**src/rtl/uart_hostif_pkg.sv**
```systemverilog
package uart_hostif_pkg;

  localparam logic [2:0] OFS_DATA = 3'd0;
  localparam logic [2:0] OFS_IER  = 3'd1;
  localparam logic [2:0] OFS_IIR  = 3'd2;
  localparam logic [2:0] OFS_LCR  = 3'd3;
  localparam logic [2:0] OFS_MCR  = 3'd4;
  localparam logic [2:0] OFS_LSR  = 3'd5;
  localparam logic [2:0] OFS_MSR  = 3'd6;

  localparam int EN_RX    = 0;
  localparam int EN_TX    = 1;
  localparam int EN_LINE  = 2;
  localparam int EN_MODEM = 3;
  localparam int LCR_DLAB = 7;
  localparam int MCR_LOOP = 4;

  typedef enum logic [3:0] {
    IID_MODEM = 4'h0,
    IID_NONE  = 4'h1,
    IID_TXE   = 4'h2,
    IID_LINE  = 4'h6,
    IID_RXTO  = 4'hC
  } iid_e;

  typedef struct packed {
    logic data_wr;
    logic data_rd;
    logic dll_wr;
    logic dll_rd;
    logic dlh_wr;
    logic dlh_rd;
    logic ier_wr;
    logic ier_rd;
    logic iir_rd;
    logic fcr_wr;
    logic lcr_wr;
    logic lcr_rd;
    logic mcr_wr;
    logic mcr_rd;
    logic lsr_rd;
    logic msr_rd;
    logic scr_wr;
    logic scr_rd;
    logic unmapped_rd;
  } acc_s;

endpackage

```
**src/rtl/uart_hostif_dec.sv**
```systemverilog
module uart_hostif_dec
  import uart_hostif_pkg::*;
#(
  parameter int ADDR_W = 4
) (
  input  logic              rd,
  input  logic              wr,
  input  logic [ADDR_W-1:0] addr,
  input  logic              dlab,
  output acc_s              acc
);

  logic       in_map;
  logic       wr_ok;
  logic [2:0] lo;

  assign lo    = addr[2:0];
  assign wr_ok = wr & ~rd;

  generate
    if (ADDR_W > 3) begin : g_wide
      assign in_map = ~|addr[ADDR_W-1:3];
    end else begin : g_narrow
      assign in_map = 1'b1;
    end
  endgenerate

  always_comb begin
    acc = '0;
    if (!in_map) begin
      acc.unmapped_rd = rd;
    end else begin
      case (lo)
        OFS_DATA: begin
          if (dlab) begin
            acc.dll_rd = rd;
            acc.dll_wr = wr_ok;
          end else begin
            acc.data_rd = rd;
            acc.data_wr = wr_ok;
          end
        end
        OFS_IER: begin
          if (dlab) begin
            acc.dlh_rd = rd;
            acc.dlh_wr = wr_ok;
          end else begin
            acc.ier_rd = rd;
            acc.ier_wr = wr_ok;
          end
        end
        OFS_IIR: begin
          acc.iir_rd = rd;
          acc.fcr_wr = wr_ok;
        end
        OFS_LCR: begin
          acc.lcr_rd = rd;
          acc.lcr_wr = wr_ok;
        end
        OFS_MCR: begin
          acc.mcr_rd = rd;
          acc.mcr_wr = wr_ok;
        end
        OFS_LSR: acc.lsr_rd = rd;
        OFS_MSR: acc.msr_rd = rd;
        default: begin
          acc.scr_rd = rd;
          acc.scr_wr = wr_ok;
        end
      endcase
    end
  end

endmodule

```
**src/rtl/uart_hostif_regs.sv**
```systemverilog
module uart_hostif_regs
  import uart_hostif_pkg::*;
#(
  parameter logic [15:0] DIV_RESET = 16'd12
) (
  input  logic       clk,
  input  logic       rst_n,
  input  acc_s       acc,
  input  logic [7:0] wdata,
  input  logic       rx_full,
  input  logic       tx_reported,
  output logic [3:0] ier_q,
  output logic [7:0] lcr_q,
  output logic [4:0] mcr_q,
  output logic [7:0] scr_q,
  output logic [7:0] dll_q,
  output logic [7:0] dlh_q,
  output logic       fifo_en_q,
  output logic       oe_q,
  output logic       thre_q,
  output logic       rx_flush,
  output logic       rx_push,
  output logic       tx_valid
);

  logic oe_d, oe_en;
  logic thre_d, thre_en;
  logic loop;

  // next-state logic
  always_comb begin
    loop     = mcr_q[MCR_LOOP];
    rx_push  = acc.data_wr & loop;
    tx_valid = acc.data_wr & ~loop;
    rx_flush = acc.fcr_wr & ((wdata[0] ^ fifo_en_q) | (wdata[0] & wdata[1]));

    oe_en    = acc.lsr_rd | (rx_push & rx_full);
    oe_d     = ~acc.lsr_rd;

    thre_en  = acc.data_wr | (acc.iir_rd & tx_reported);
    thre_d   = acc.data_wr;
  end

  // state registers
  always_ff @(posedge clk or negedge rst_n) begin
    if (!rst_n) begin
      ier_q     <= '0;
      lcr_q     <= '0;
      mcr_q     <= '0;
      scr_q     <= '0;
      dll_q     <= DIV_RESET[7:0];
      dlh_q     <= DIV_RESET[15:8];
      fifo_en_q <= 1'b0;
      oe_q      <= 1'b0;
      thre_q    <= 1'b0;
    end else begin
      if (acc.ier_wr) ier_q     <= wdata[3:0];
      if (acc.lcr_wr) lcr_q     <= wdata;
      if (acc.mcr_wr) mcr_q     <= wdata[4:0];
      if (acc.scr_wr) scr_q     <= wdata;
      if (acc.dll_wr) dll_q     <= wdata;
      if (acc.dlh_wr) dlh_q     <= wdata;
      if (acc.fcr_wr) fifo_en_q <= wdata[0];
      if (oe_en)      oe_q      <= oe_d;
      if (thre_en)    thre_q    <= thre_d;
    end
  end

endmodule

```
**src/rtl/uart_hostif_irqid.sv**
```systemverilog
module uart_hostif_irqid
  import uart_hostif_pkg::*;
(
  input  logic [3:0] ier,
  input  logic       oe,
  input  logic       rx_not_empty,
  input  logic       thre,
  input  logic [3:0] msr_delta,
  input  logic       fifo_en,
  output logic [7:0] iir_byte,
  output logic       irq,
  output logic       tx_reported
);

  iid_e       code;
  logic [3:0] code_bits;

  always_comb begin
    if (oe && ier[EN_LINE]) begin
      code = IID_LINE;
    end else if (rx_not_empty && ier[EN_RX]) begin
      code = IID_RXTO;
    end else if (thre && ier[EN_TX]) begin
      code = IID_TXE;
    end else if ((|msr_delta) && ier[EN_MODEM]) begin
      code = IID_MODEM;
    end else begin
      code = IID_NONE;
    end
  end

  assign code_bits   = code;
  assign iir_byte    = {(fifo_en ? 2'b11 : 2'b00), 2'b00, code_bits};
  assign irq         = (code != IID_NONE);
  assign tx_reported = (code == IID_TXE);

endmodule

```
**src/rtl/uart_hostif_rdmux.sv**
```systemverilog
module uart_hostif_rdmux
  import uart_hostif_pkg::*;
(
  input  logic       clk,
  input  logic       rst_n,
  input  logic       rd_en,
  input  acc_s       acc,
  input  logic [3:0] ier,
  input  logic [7:0] lcr,
  input  logic [4:0] mcr,
  input  logic [7:0] scr,
  input  logic [7:0] dll,
  input  logic [7:0] dlh,
  input  logic       oe,
  input  logic [7:0] iir_byte,
  input  logic [7:0] msr_in,
  input  logic [7:0] rx_head,
  input  logic       rx_not_empty,
  output logic [7:0] rdata_q
);

  logic [7:0] lsr_byte;
  logic [7:0] rd_val;

  assign lsr_byte = {1'b0, 1'b1, 1'b1, 3'b000, oe, rx_not_empty};

  always_comb begin
    rd_val = 8'hFF;
    if (acc.data_rd)      rd_val = rx_not_empty ? rx_head : 8'hFF;
    else if (acc.dll_rd)  rd_val = dll;
    else if (acc.dlh_rd)  rd_val = dlh;
    else if (acc.ier_rd)  rd_val = {4'h0, ier};
    else if (acc.iir_rd)  rd_val = iir_byte;
    else if (acc.lcr_rd)  rd_val = lcr;
    else if (acc.mcr_rd)  rd_val = {3'b000, mcr};
    else if (acc.lsr_rd)  rd_val = lsr_byte;
    else if (acc.msr_rd)  rd_val = msr_in;
    else if (acc.scr_rd)  rd_val = scr;
    else if (acc.unmapped_rd) rd_val = 8'hFF;
  end

  always_ff @(posedge clk or negedge rst_n) begin
    if (!rst_n) begin
      rdata_q <= '0;
    end else if (rd_en) begin
      rdata_q <= rd_val;
    end
  end

endmodule

```
**src/rtl/uart_hostif.sv**
```systemverilog
module uart_hostif
  import uart_hostif_pkg::*;
#(
  parameter int ADDR_W     = 4,
  parameter int REF_HZ     = 1843200,
  parameter int DEF_BAUD   = 9600,
  parameter int OVERSAMPLE = 16
) (
  input  logic              clk,
  input  logic              rst_n,
  input  logic              reg_rd,
  input  logic              reg_wr,
  input  logic [ADDR_W-1:0] reg_addr,
  input  logic [7:0]        reg_wdata,
  output logic [7:0]        reg_rdata,
  output logic              irq,
  input  logic              rx_not_empty,
  input  logic [7:0]        rx_head,
  input  logic              rx_full,
  output logic              rx_pop,
  output logic              rx_push,
  output logic [7:0]        rx_push_data,
  output logic              rx_flush,
  output logic              fifo_en,
  input  logic [7:0]        msr_in,
  output logic              msr_rd,
  output logic [4:0]        mcr_out,
  output logic              tx_valid,
  output logic [7:0]        tx_data
);

  localparam int          DIV_VAL   = REF_HZ / DEF_BAUD / OVERSAMPLE;
  localparam logic [15:0] DIV_RESET = 16'(DIV_VAL);

  acc_s       acc;
  logic [3:0] ier_w;
  logic [7:0] lcr_w;
  logic [4:0] mcr_w;
  logic [7:0] scr_w;
  logic [7:0] dll_w;
  logic [7:0] dlh_w;
  logic       oe_w;
  logic       thre_w;
  logic       tx_rep_w;
  logic [7:0] iir_w;

  uart_hostif_dec #(.ADDR_W(ADDR_W)) u_dec (
    .rd   (reg_rd),
    .wr   (reg_wr),
    .addr (reg_addr),
    .dlab (lcr_w[LCR_DLAB]),
    .acc  (acc)
  );

  uart_hostif_regs #(.DIV_RESET(DIV_RESET)) u_regs (
    .clk         (clk),
    .rst_n       (rst_n),
    .acc         (acc),
    .wdata       (reg_wdata),
    .rx_full     (rx_full),
    .tx_reported (tx_rep_w),
    .ier_q       (ier_w),
    .lcr_q       (lcr_w),
    .mcr_q       (mcr_w),
    .scr_q       (scr_w),
    .dll_q       (dll_w),
    .dlh_q       (dlh_w),
    .fifo_en_q   (fifo_en),
    .oe_q        (oe_w),
    .thre_q      (thre_w),
    .rx_flush    (rx_flush),
    .rx_push     (rx_push),
    .tx_valid    (tx_valid)
  );

  uart_hostif_irqid u_irqid (
    .ier          (ier_w),
    .oe           (oe_w),
    .rx_not_empty (rx_not_empty),
    .thre         (thre_w),
    .msr_delta    (msr_in[3:0]),
    .fifo_en      (fifo_en),
    .iir_byte     (iir_w),
    .irq          (irq),
    .tx_reported  (tx_rep_w)
  );

  uart_hostif_rdmux u_rdmux (
    .clk          (clk),
    .rst_n        (rst_n),
    .rd_en        (reg_rd),
    .acc          (acc),
    .ier          (ier_w),
    .lcr          (lcr_w),
    .mcr          (mcr_w),
    .scr          (scr_w),
    .dll          (dll_w),
    .dlh          (dlh_w),
    .oe           (oe_w),
    .iir_byte     (iir_w),
    .msr_in       (msr_in),
    .rx_head      (rx_head),
    .rx_not_empty (rx_not_empty),
    .rdata_q      (reg_rdata)
  );

  assign rx_pop       = acc.data_rd & rx_not_empty;
  assign msr_rd       = acc.msr_rd;
  assign mcr_out      = mcr_w;
  assign rx_push_data = reg_wdata;
  assign tx_data      = reg_wdata;

endmodule

```
**config.mk**
```make
export PLATFORM = sky130hd
export DESIGN_NAME = uart_hostif
export DESIGN_NICKNAME = d
export VERILOG_FILES = /design/src/rtl/uart_hostif_pkg.sv /design/src/rtl/uart_hostif_dec.sv /design/src/rtl/uart_hostif_regs.sv /design/src/rtl/uart_hostif_irqid.sv /design/src/rtl/uart_hostif_rdmux.sv /design/src/rtl/uart_hostif.sv
export SDC_FILE = /design/constraint.sdc
export NUM_CORES = 1
export LEC_CHECK = 0
export CELL_PAD_IN_SITES_DETAIL_PLACEMENT = 0
export CELL_PAD_IN_SITES_GLOBAL_PLACEMENT = 1
export CORE_MARGIN = 1
export CORE_UTILIZATION = 26
export CTS_BUF_LIST = sky130_fd_sc_hd__clkbuf_4 sky130_fd_sc_hd__clkbuf_8
export DETAILED_ROUTE_END_ITERATION = 12
export DONT_BUFFER_PORTS = 1
export PLACE_DENSITY = 0.53
export SKIP_CTS_REPAIR_TIMING = 1
export SLEW_MARGIN = 40
export SYNTH_ARGS = -nofsm -noshare
export SYNTH_HDL_FRONTEND = slang
export SYNTH_SLANG_ARGS = --single-unit
```
**constraint.sdc**
```tcl
create_clock -name clk -period 1.85 [get_ports clk]
set_input_delay 0.37 -clock clk [delete_from_list [all_inputs] [get_ports clk]]
set_output_delay 0.37 -clock clk [all_outputs]
set_load 0.03 [all_outputs]
```
# Word level (Yosys, flattened, before mapping)
# Cells that the tools add are included.
# totals
elab_cells,67
ff_bits,52
out_inout_bits,36
input_bits,34
# classes
n_eq_ne,8
reduce_logical,7
n_bitwise,15
muxes,27
# op_table
cell,count
$mux W8,11
$mux W4,5
$mux W18,1
$mux W2,7
$eq A3 B3 Y1 const B,3
$and A1 B1 Y1,8
$reduce_or A7 Y1,1
$eq A3 B2 Y1 const B,2
$eq A4 B2 Y1 const B,1
$logic_and A1 B1 Y1,4
$ne A4 B1 Y1 const B,1
$reduce_or A4 Y1,1
$eq A3 B1 Y1 const B,1
$logic_not A3 Y1,1
$mux W1,3
$not A1 Y1,3
$or A1 B1 Y1,3
$xor A1 B1 Y1,1

# Depth between registers and ports, before layout
# Gate-level depths: netlist of run 1.
# logic_depth
word_depth,15
depth_mapped,8
depth_no_buf,6

# Cells and area by module
# Synthesis of run 1 repeated with hierarchy kept, for this count alone.
# hier_totals
cells_unflattened,296
area_unflattened_um2,3184.3
# by_module_without_submodules
module,cells_per_inst,area_per_inst_um2,instances,seq_area_each_um2
uart_hostif_regs,99,1790.5,1,1103.6
uart_hostif_rdmux,133,970.9,1,200.2
uart_hostif_dec,32,197.7,1,0.0
uart_hostif,17,126.4,1,0.0
uart_hostif_irqid,15,98.8,1,0.0

# Least setup slack after synthesis of run 1
# OpenSTA, ideal clock, no wires.
# synth_timing
path_type,in2out
startpoint,input port reg_rd
endpoint,output port rx_flush
slack_ns,-0.210
path_stages,4
arrival_ns,1.690
n_path_buf,1
t_required_ns,1.480
cell_sequence,buf_2 > nor4bb_2 > nand2_1 > nor3_1
# synth_between
elab_chain_len,5
# synth_rtl
element,line_no,text
start: declaration,uart_hostif.sv:11,"input logic reg_rd,"
$not A1 Y1,uart_hostif_dec.sv:18,assign wr_ok = wr & ~rd;
$and A1 B1 Y1,uart_hostif_dec.sv:18,
$mux W2,uart_hostif_dec.sv:33,case (lo)
$mux W18,uart_hostif_dec.sv:30,if (!in_map) begin
$and A1 B1 Y1,uart_hostif_regs.sv:35,rx_flush = acc.fcr_wr & ((wdata[0] ^ fifo_en_q) | (wdata[0] & wdata[1]));
end: declaration,uart_hostif.sv:23,"output logic rx_flush,"
# No other way between the ends.

# Worst setup path in the final report of run 1
# layout_timing
startpoint,register u_regs.lcr_q[7]
endpoint,output port rx_push
# layout_between
elab_chain_len,4
# layout_rtl
element,line_no,text
start: declaration,uart_hostif_regs.sv:13,"output logic [7:0] lcr_q,"
start signal: assignment,uart_hostif_regs.sv:58,if (acc.lcr_wr) lcr_q <= wdata;
$mux W2,uart_hostif_dec.sv:35,if (dlab) begin
$mux W4,uart_hostif_dec.sv:33,
$mux W18,uart_hostif_dec.sv:30,
$and A1 B1 Y1,uart_hostif_regs.sv:33,rx_push = acc.data_wr & loop;
end: declaration,uart_hostif.sv:21,"output logic rx_push,"
# No other way between the ends.

==> results of run 1 <==
## state kept, by name, summed over array words and instances, names as in the netlist
name              cells
u_regs.oe_q           1
u_regs.fifo_en_q      1
u_rdmux.rdata_q       8
u_regs.dlh_q          8
u_regs.mcr_q          5
u_regs.ier_q          4
u_regs.scr_q          8
u_regs.lcr_q          8
u_regs.dll_q          8
u_regs.thre_q         1
## power groups by stage
stage | sequential (mW) | clock [mW] | combinational (mW)
finish | 1.46 | 0.802 | 0.531
global route | 1.49 | 0.882 | 0.584
CTS | 1.47 | 0.840 | 0.499
detailed placement | 1.49 | 0 | 0.497
global placement | 1.48 | 0 | 0.492
floorplan | 1.49 | 0 | 0.433
## placed cells by master (no fill, tap or decap), types with 2 or more instances in the layout
| master | count |
|---|---|
| dfrtp_1 | 50 |
| mux2_2 | 47 |
| buf_4 | 24 |
| nor2_1 | 18 |
| nand2_1 | 16 |
| a21oi_1 | 12 |
| nand3_1 | 10 |
| o21ai_0 | 9 |
| nor3_1 | 8 |
| nor2b_1 | 7 |
| nand2b_1 | 6 |
| o22ai_1 | 6 |
| mux2i_1 | 5 |
| a211oi_1 | 5 |
| clkbuf_8 | 5 |
| inv_1 | 4 |
| and3_1 | 3 |
| a22oi_1 | 3 |
| and2_1 | 2 |
| nor3_2 | 2 |
| a221oi_1 | 2 |
| nor3b_1 | 2 |
| o221ai_1 | 2 |
| nor2_2 | 2 |
| a31oi_1 | 2 |
| o211ai_1 | 2 |
| dfstp_2 | 2 |
## stage by stage
| stage | util (%) | TNS (ns) | cell area, µm² | worst slack, ns |
|---|---|---|---|---|
| 6_report | 30.2 | 0 | 3340 | 0.0462 |
| 5_1_grt | 30.2 | -0.00847 | 3340 | -0.00847 |
| 4_1_cts | 29.6 | -0.131 | 3280 | -0.125 |
| 3_5_place_dp | 28.6 | 0 | 3170 | 0.00114 |
| 3_3_place_gp | 28.6 | -0.0202 | 3170 | -0.0202 |
| 2_1_floorplan | - | 0 | 3020 | 0.0223 |
## logic make-up (layout without fill, tap and decap cells)
group | count (synthesis) | count (layout) | share of synthesized area, %
compound gates | 54 | 54 | 11.8
buf+inv | 37 | 40 | 7.48
simple gates | 90 | 90 | 17.4
mux | 53 | 53 | 20.0
flops | 52 | 52 | 43.3
## layout make-up
type | instances | share of cell area [%]
clock buffers | 5 | 2.06
clock inverters | 3 | 1.27
inverters | 6 | 0.748
multi-input cells | 197 | 45.2
flip-flops and latches | 52 | 39.0
well taps | 140 | 5.24
repair buffers | 26 | 6.51
## routing by layer
metal,GRT usage [%],vias up,share of wire (%)
met3,3.62,6,5.5
li1,-,1031,-
met1,21.6,1059,48
met4,3.43,0,0.77
met5,0,-,0
met2,25.4,44,46
## worst max-delay path by stage
stage,slack [ns],end,from,depth (start not counted)
finish,0.05,rx_push,u_regs.lcr_q[7],3
CTS,-0.13,rx_pop,u_regs.lcr_q[7],4
global placement,-0.02,u_rdmux.rdata_q[6],reg_addr[0],5
detailed placement,0.001,u_rdmux.rdata_q[6],reg_addr[0],5
global route,-0.008,rx_pop,u_regs.lcr_q[7],4
floorplan,0.02,rx_pop,reg_addr[1],5
## worst max-delay path, delay by kind of cell, from the launching register on
| family | cells | cell delay, ns |
|---|---|---|
| buffers and inverters | 1 | 0.10 |
| DFF | 1 | 0.40 |
| and+or+nand+nor | 2 | 0.62 |
==> impl_metrics.tcl, run 1 <==
set metrics [dict create \
    firstDrtPassIters 4 \
    rows 38 \
    dieArea_mm2 0.0120 \
    critical_path.max_fanout 5 \
    ios 70 \
    routed_wl_mm 8.81 \
    critical_path_class "reg -> out" \
    relSlewSlack_pct 70.0 \
    n_antenna_cell 0 \
    fill_cells 1168 \
    seqCellArea_mm2 0.00130 \
    fin_crit_sh_pct 97.5 \
    endpoint_kind "output port" \
    p_per_area_mw_per_mm2 836 \
    drt_iter0_markers 108 \
    ys_ff_latch 52 \
    ys_types 52 \
    p_int_mw 1.97 \
    antenna_found_initial 0 \
    synthToLayoutAreaGrowth_pct 11.1 \
    path_cells "inv_2 -> and3_1 -> and2_1" \
    synth-edff-count 0 \
    synth_cells 286 \
    power_frac_comb_pct 19.0 \
    routed-via-count 2140 \
    crit_arrival_ns 1.43 \
    fin_crit_ns 1.80 \
    synthTopCellsByCount "50 x dfrtp_1, 47 x mux2_2, 19 x buf_4, 18 x nor2_1, 17 x nand2_1" \
    h-tree-depth 2 \
    swShare_pct 29.5 \
    drc 0 \
    nets 322 \
    ys.warnings.count 0 \
    min_path_type "in -> reg" \
    die_x_um 110 \
    startpoint_type "flip-flop" \
    initial_core_util_pct 27.2 \
    fmax_mhz 554 \
    worstSkewPairLatency_ns 0.31 \
    static-leakage-power_nw 1.41 \
    worst-endpoint-required_ns 1.48 \
    p_sw_mw 0.825 \
    r2r_cells 5 \
    hp-start "rx_head[0]" \
    multiInputGateArea_mm2 0.00151 \
    synth.cell_area_mm2 0.00301 \
    drive_gt1_share_pct 35.3 \
    syn_nets 320 \
    finalWeightedCongestion 0.763 \
    rrSetupSlack_ns 0.12 \
    cts_buffers 5 \
    peakVddDrop_uv 330 \
    ys_dominant_reg_cell "dfrtp_1" \
    hold_path_end "u_rdmux.rdata_q[0]" \
    seq_power_share_pct 52.3 \
    routedWlPerCell_um 20.5 \
    grt_max_degree 53 \
    skew_ns 0.00730 \
    ys_seq_area_share_pct 43.3 \
    power_mw 2.80 \
    core_mm2 0.0111 \
    status "complete, no violations" \
    clkSinkCount 52 \
    p_clk_share_pct 28.7 \
    clk_path_buf_depth 2 \
    cpPeakStageDelay_ns 0.40 \
    postSynthAreaPerCell_um2 10.5 \
    slowest_stage "dfrtp_1" \
    yosys.area.top_type "dfrtp_1" \
    hold_viol 0 \
    overflow 0 \
    reg2reg_from "u_regs.scr_q[6]" \
    r2r_end "u_rdmux.rdata_q[6]" \
    async_flop_share_pct 100 \
    rsz0062_at_grt "true" \
    slew_viol_final 0 \
    setup_viol 0 \
    cap_violations 0 \
    grt_util_all_layers_pct 15.8 \
    grt_pass1_wl_mm 14.0 \
    grt_pass1_vias 2289 \
    cts_root_buf "clkbuf_8" \
    dp_cells 419 \
    ant_nets 0 \
    synth_area_leaders "dfrtp_1 42%, mux2_2 18%, buf_4 4.7%, nor2_1 2.2%, a21oi_1 2.2%" \
    numPortBuffers 0 \
    tightest_slew_ns 0.439 \
    viasPerCell 4.99 \
    fin_cells 429 \
    cts_tree "done" \
    timing.hold.ws_ns 0.199 \
    synth_top_area_share_pct 41.6 \
    yosysMostFrequentCell "dfrtp_1" \
    die_h_um 110 \
    cts.reportedPaths.clkPinSlew_ns 0.10 \
    min_path_cells 2 \
    hpwl_mm 6.50 \
]
No activity file was read; power rests on OpenSTA's default activity.
==> run 2: changes to the inputs <==
==> constraint.sdc (replaced) <==
create_clock -name clk -period 1.85 [get_ports clk]
set_input_delay 0.185 -clock clk [delete_from_list [all_inputs] [get_ports clk]]
set_output_delay 0.185 -clock clk [all_outputs]
set_load 0.03 [all_outputs]
==> run 2 against run 1 <==
Against the previous run:
- via count grew 2.2%
- register-to-register slack gained 0.04 ns
- wire length shrank 1.2%
- die area is the same
- flip-flop and latch count is the same
- first-iteration DRC count shrank 23%
- hold slack lost 0.18 ns
- final cell count shrank 2.1%
- global-route usage is essentially flat
- clock skew shrank 0.0011 ns
- largest power group unchanged
- maximum frequency grew 4.0%
- largest cell class unchanged
==> impl_metrics.tcl, run 2 (synthesis gave the netlist of run 1 again) <==
set metrics [dict create \
    seqCellArea_mm2 0.00130 \
    h-tree-depth 2 \
    static-leakage-power_nw 1.37 \
    routed_wl_mm 8.70 \
    fin_cells 420 \
    hp-start "reg_wdata[3]" \
    drt_iter0_markers 83 \
    rrSetupSlack_ns 0.16 \
    peakVddDrop_uv 251 \
    fin_crit_sh_pct 93.8 \
    final_cell_mix "50 x dfrtp_1, 47 x mux2_2, 18 x nor2_1" \
    critical_path_class "reg -> out" \
    layout_setup_ws_ns 0.115 \
    nets 313 \
    r2r_cells 5 \
    timing.hold.ws_ns 0.0165 \
    drive_gt1_share_pct 31.8 \
    routedWlPerCell_um 20.7 \
    antenna_found_initial 0 \
    tightest_slew_ns 0.473 \
    cts_tree "done" \
    slew_viol_final 0 \
    grt_pass1_wl_mm 14.0 \
    fill_cells 1173 \
    r2r_end "u_rdmux.rdata_q[6]" \
    drc 0 \
    hold_path_end "u_regs.mcr_q[3]" \
    critical_path.max_fanout 11 \
    final_common_cell "dfrtp_1" \
    hold_viol 0 \
    final_core_util_pct 29.6 \
    min_path_type "in -> reg" \
    n_antenna_cell 0 \
    grt_util_all_layers_pct 15.8 \
    min_path_cells 1 \
    synthToLayoutAreaGrowth_pct 8.77 \
    core_mm2 0.0111 \
    fmax_mhz 576 \
    initial_core_util_pct 27.2 \
    grt_pass1_vias 2271 \
    cts.reportedPaths.clkPinSlew_ns 0.10 \
    crit_arrival_ns 1.55 \
    finalWeightedCongestion 0.745 \
    dieArea_mm2 0.0120 \
    cts_root_buf "clkbuf_8" \
    startpoint "u_regs.lcr_q[7]" \
    setup_viol 0 \
    final_cell_area_mm2 0.00327 \
    die_h_um 110 \
    cap_violations 0 \
    cts_buffers 5 \
    status "complete, no violations" \
    viasPerCell 5.21 \
    grt_max_degree 53 \
    routed-via-count 2187 \
    p_per_area_mw_per_mm2 873 \
    endpoint_kind "output port" \
    multiInputGateArea_mm2 0.00149 \
    rows 38 \
    startpoint_type "flip-flop" \
    dp_cells 409 \
    fin_crit_ns 1.74 \
    clkSinkCount 52 \
    worst-endpoint-required_ns 1.66 \
    numPortBuffers 0 \
    preCtsSetupSlack_ns 0.0379 \
    hpwl_mm 6.31 \
    reg2reg_from "u_regs.scr_q[6]" \
    die_x_um 110 \
    place_area_mm2 0.00309 \
    ios 70 \
    clk_path_buf_depth 2 \
    overflow 0 \
    worstSkewPairLatency_ns 0.31 \
    firstDrtPassIters 4 \
    ant_nets 0 \
    skew_ns 0.00619 \
    relSlewSlack_pct 68.4 \
    rsz0062_at_grt "false" \
]
## run 2: layout make-up
cell class / count / area share (%)
clock buffers: 7 / 2.94
clock inverters: 1 / 0.917
inverters: 6 / 0.688
multi-input cells: 197 / 45.6
flip-flops and latches: 52 / 39.8
well taps: 140 / 5.35
repair buffers: 17 / 4.66
## run 2: stage by stage
stage | total power [mW] | TNS, ns
2_1_floorplan | 1.92 | 0
3_3_place_gp | 1.96 | 0
4_1_cts | 2.86 | -0.0845
5_1_grt | 3.01 | 0
3_5_place_dp | 1.97 | 0
6_report | 2.86 | 0
## run 2: worst max-delay path by stage
stage	end	slack, ns	cells past startpoint
floorplan	u_rdmux.rdata_q[6]	0.07	5
global placement	u_rdmux.rdata_q[6]	0.05	5
detailed placement	u_rdmux.rdata_q[6]	0.04	5
CTS	rx_pop	-0.08	4
global route	rx_pop	0.007	4
finish	rx_pop	0.11	4
## run 2: where the power goes
group / switching, mW / internal (mW)
clock: 0.399 / 0.478
sequential: 0.158 / 1.30
combinational: 0.259 / 0.262
## run 2: routing by layer
layer	vias to the layer above	global-route usage [%]	routed length, µm
met4	0	3.90	85
met5	-	0	0
met2	69	25.3	4040
li1	1018	-	-
met1	1094	21.7	3970
met3	6	3.26	601
## run 2: critical path, cell delays in order, from the launching register on
cell     delay [ns]
dfrtp_1        0.40
buf_4          0.20
nor3_4         0.27
nand2_2        0.19
inv_2          0.18
==> run 3: changes to the inputs <==
Settings changed: CELL_PAD_IN_SITES_DETAIL_PLACEMENT 0 to not set, CELL_PAD_IN_SITES_GLOBAL_PLACEMENT 1 to not set, PLACE_DENSITY 0.53 to 0.44.
==> run 3 against run 2 <==
Against the previous run:
- design area decreased by 1.3%
- final cell count decreased by 0.24%
- total power decreased by 6.4%
- core utilization decreased by 0.40 points
- critical path depth increased by 1
==> impl_metrics.tcl, run 3 (synthesis gave the netlist of run 1 again) <==
set metrics [dict create \
    path_buf_inv 0 \
    numPortBuffers 0 \
    worst-endpoint-required_ns 2.04 \
    hpwl_mm 6.36 \
    ios 70 \
    cp.depth 5 \
    endpoint_kind "flip-flop" \
    timing.hold.ws_ns 0.0166 \
    rows 38 \
    cts_buffers 5 \
    grt_pass1_vias 2233 \
    drc 0 \
    fin_crit_ns 1.77 \
    hold_viol 0 \
    critical_path_class "reg -> reg" \
    cap_violations 0 \
    drive_gt1_share_pct 31.5 \
    h-tree-depth 2 \
    startpoint "u_regs.scr_q[6]" \
    routed-via-count 2177 \
    static-leakage-power_nw 1.35 \
    peakVddDrop_uv 333 \
    fmax_mhz 565 \
    preCtsSetupSlack_ns 0.0286 \
    crit_arrival_ns 1.96 \
    status "complete, no violations" \
    r2r_cells 5 \
    synthToLayoutAreaGrowth_pct 7.32 \
    rsz0062_at_grt "false" \
    crit_family "compound AO/OA/AOI/OAI gates" \
    min_path_cells 1 \
    clkSinkCount 52 \
    die_x_um 110 \
    routed_wl_mm 8.61 \
    setup_viol 0 \
    drt_iter0_markers 123 \
    overflow 0 \
    min_path_type "in -> reg" \
    routedWlPerCell_um 20.5 \
    worstSkewPairLatency_ns 0.31 \
    critical_path.endpoint "u_rdmux.rdata_q[6]" \
    skew_ns 0.0122 \
    relSlewSlack_pct 65.6 \
    grt_max_degree 53 \
    slew_viol_final 0 \
    rrSetupSlack_ns 0.08 \
    cpPeakStageDelay_ns 0.48 \
    startpoint_type "flip-flop" \
    firstDrtPassIters 4 \
    p_per_area_mw_per_mm2 828 \
    final_cell_mix "50 x dfrtp_1, 47 x mux2_2, 18 x nor2_1" \
    viasPerCell 5.20 \
    fin_crit_sh_pct 95.7 \
    finalWeightedCongestion 0.792 \
    tightest_slew_ns 0.514 \
    cts_root_buf "clkbuf_8" \
    final_common_cell "dfrtp_1" \
    slowest_stage "mux4_2" \
    critical_path.max_fanout 2 \
    r2r_end "u_rdmux.rdata_q[6]" \
    layout_setup_ws_ns 0.0792 \
    dieArea_mm2 0.0120 \
    cts_tree "done" \
    grt_pass1_wl_mm 13.5 \
    reg2reg_from "u_regs.scr_q[6]" \
    initial_core_util_pct 27.2 \
    path_cells "mux4_2 -> a21oi_2 -> a21oi_1 -> a2111oi_1 -> nor3_1" \
    clk_path_buf_depth 2 \
    core_mm2 0.0111 \
    n_antenna_cell 0 \
    antenna_found_initial 0 \
    cts.reportedPaths.clkPinSlew_ns 0.10 \
    grt_util_all_layers_pct 15.4 \
    nets 312 \
    ant_nets 0 \
    die_h_um 110 \
]
run 3: cell count changes in the layout (fill, tap and decap cells not counted), sizes merged:
| cell | change |
|---|---|
| bufinv | -1 |
| dlygate4sd3 | -1 |
| clkinvlp | +1 |
run 3: layout make-up:
| cell class | instances | area [µm²] |
|---|---|---|
| clock buffer | 7 | 90.1 |
| clock inverter | 1 | 7.51 |
| fill | 1191 | 7850 |
| inverter | 6 | 22.5 |
| multi-input combinational | 197 | 1490 |
| sequential | 52 | 1300 |
| tap | 140 | 175 |
| timing repair buffer | 16 | 143 |
run 3: metal layers:
layer  GRT usage, %  wire length [µm]  vias to the layer above
met5              0                 0                        -
met4           3.90               126                        0
met3           4.62               619                       10
met2           24.1              3970                       52
met1           20.7              3890                     1101
li1               -                 -                     1014
run 3: how the worst min path moves through the flow:
stage / start / slack [ns] / end
CTS: rst_n / -0.45 / u_regs.mcr_q[2]
finish: reg_wdata[0] / 0.02 / u_regs.mcr_q[0]
global placement: rst_n / -0.11 / u_regs.mcr_q[2]
detailed placement: rst_n / -0.11 / u_regs.mcr_q[2]
global route: reg_wdata[3] / 0.001 / u_regs.lcr_q[3]
floorplan: rst_n / -0.11 / u_rdmux.rdata_q[0]
run 3: report_power, final:
part	total (mW)	internal (mW)	switching [mW]
clock network	0.697	0.320	0.378
registers	1.46	1.30	0.162
logic	0.514	0.260	0.254
run 3: metrics by stage:
stage	util (%)	std cells	setup TNS [ns]	power (mW)	cell area, µm²
5_1_grt	29.2	419	0	2.83	3230
3_5_place_dp	27.9	409	0	1.97	3090
3_3_place_gp	27.9	409	0	1.96	3090
2_1_floorplan	-	286	0	1.92	3010
4_1_cts	28.8	417	-0.0504	2.69	3190
6_report	29.2	419	0	2.68	3230
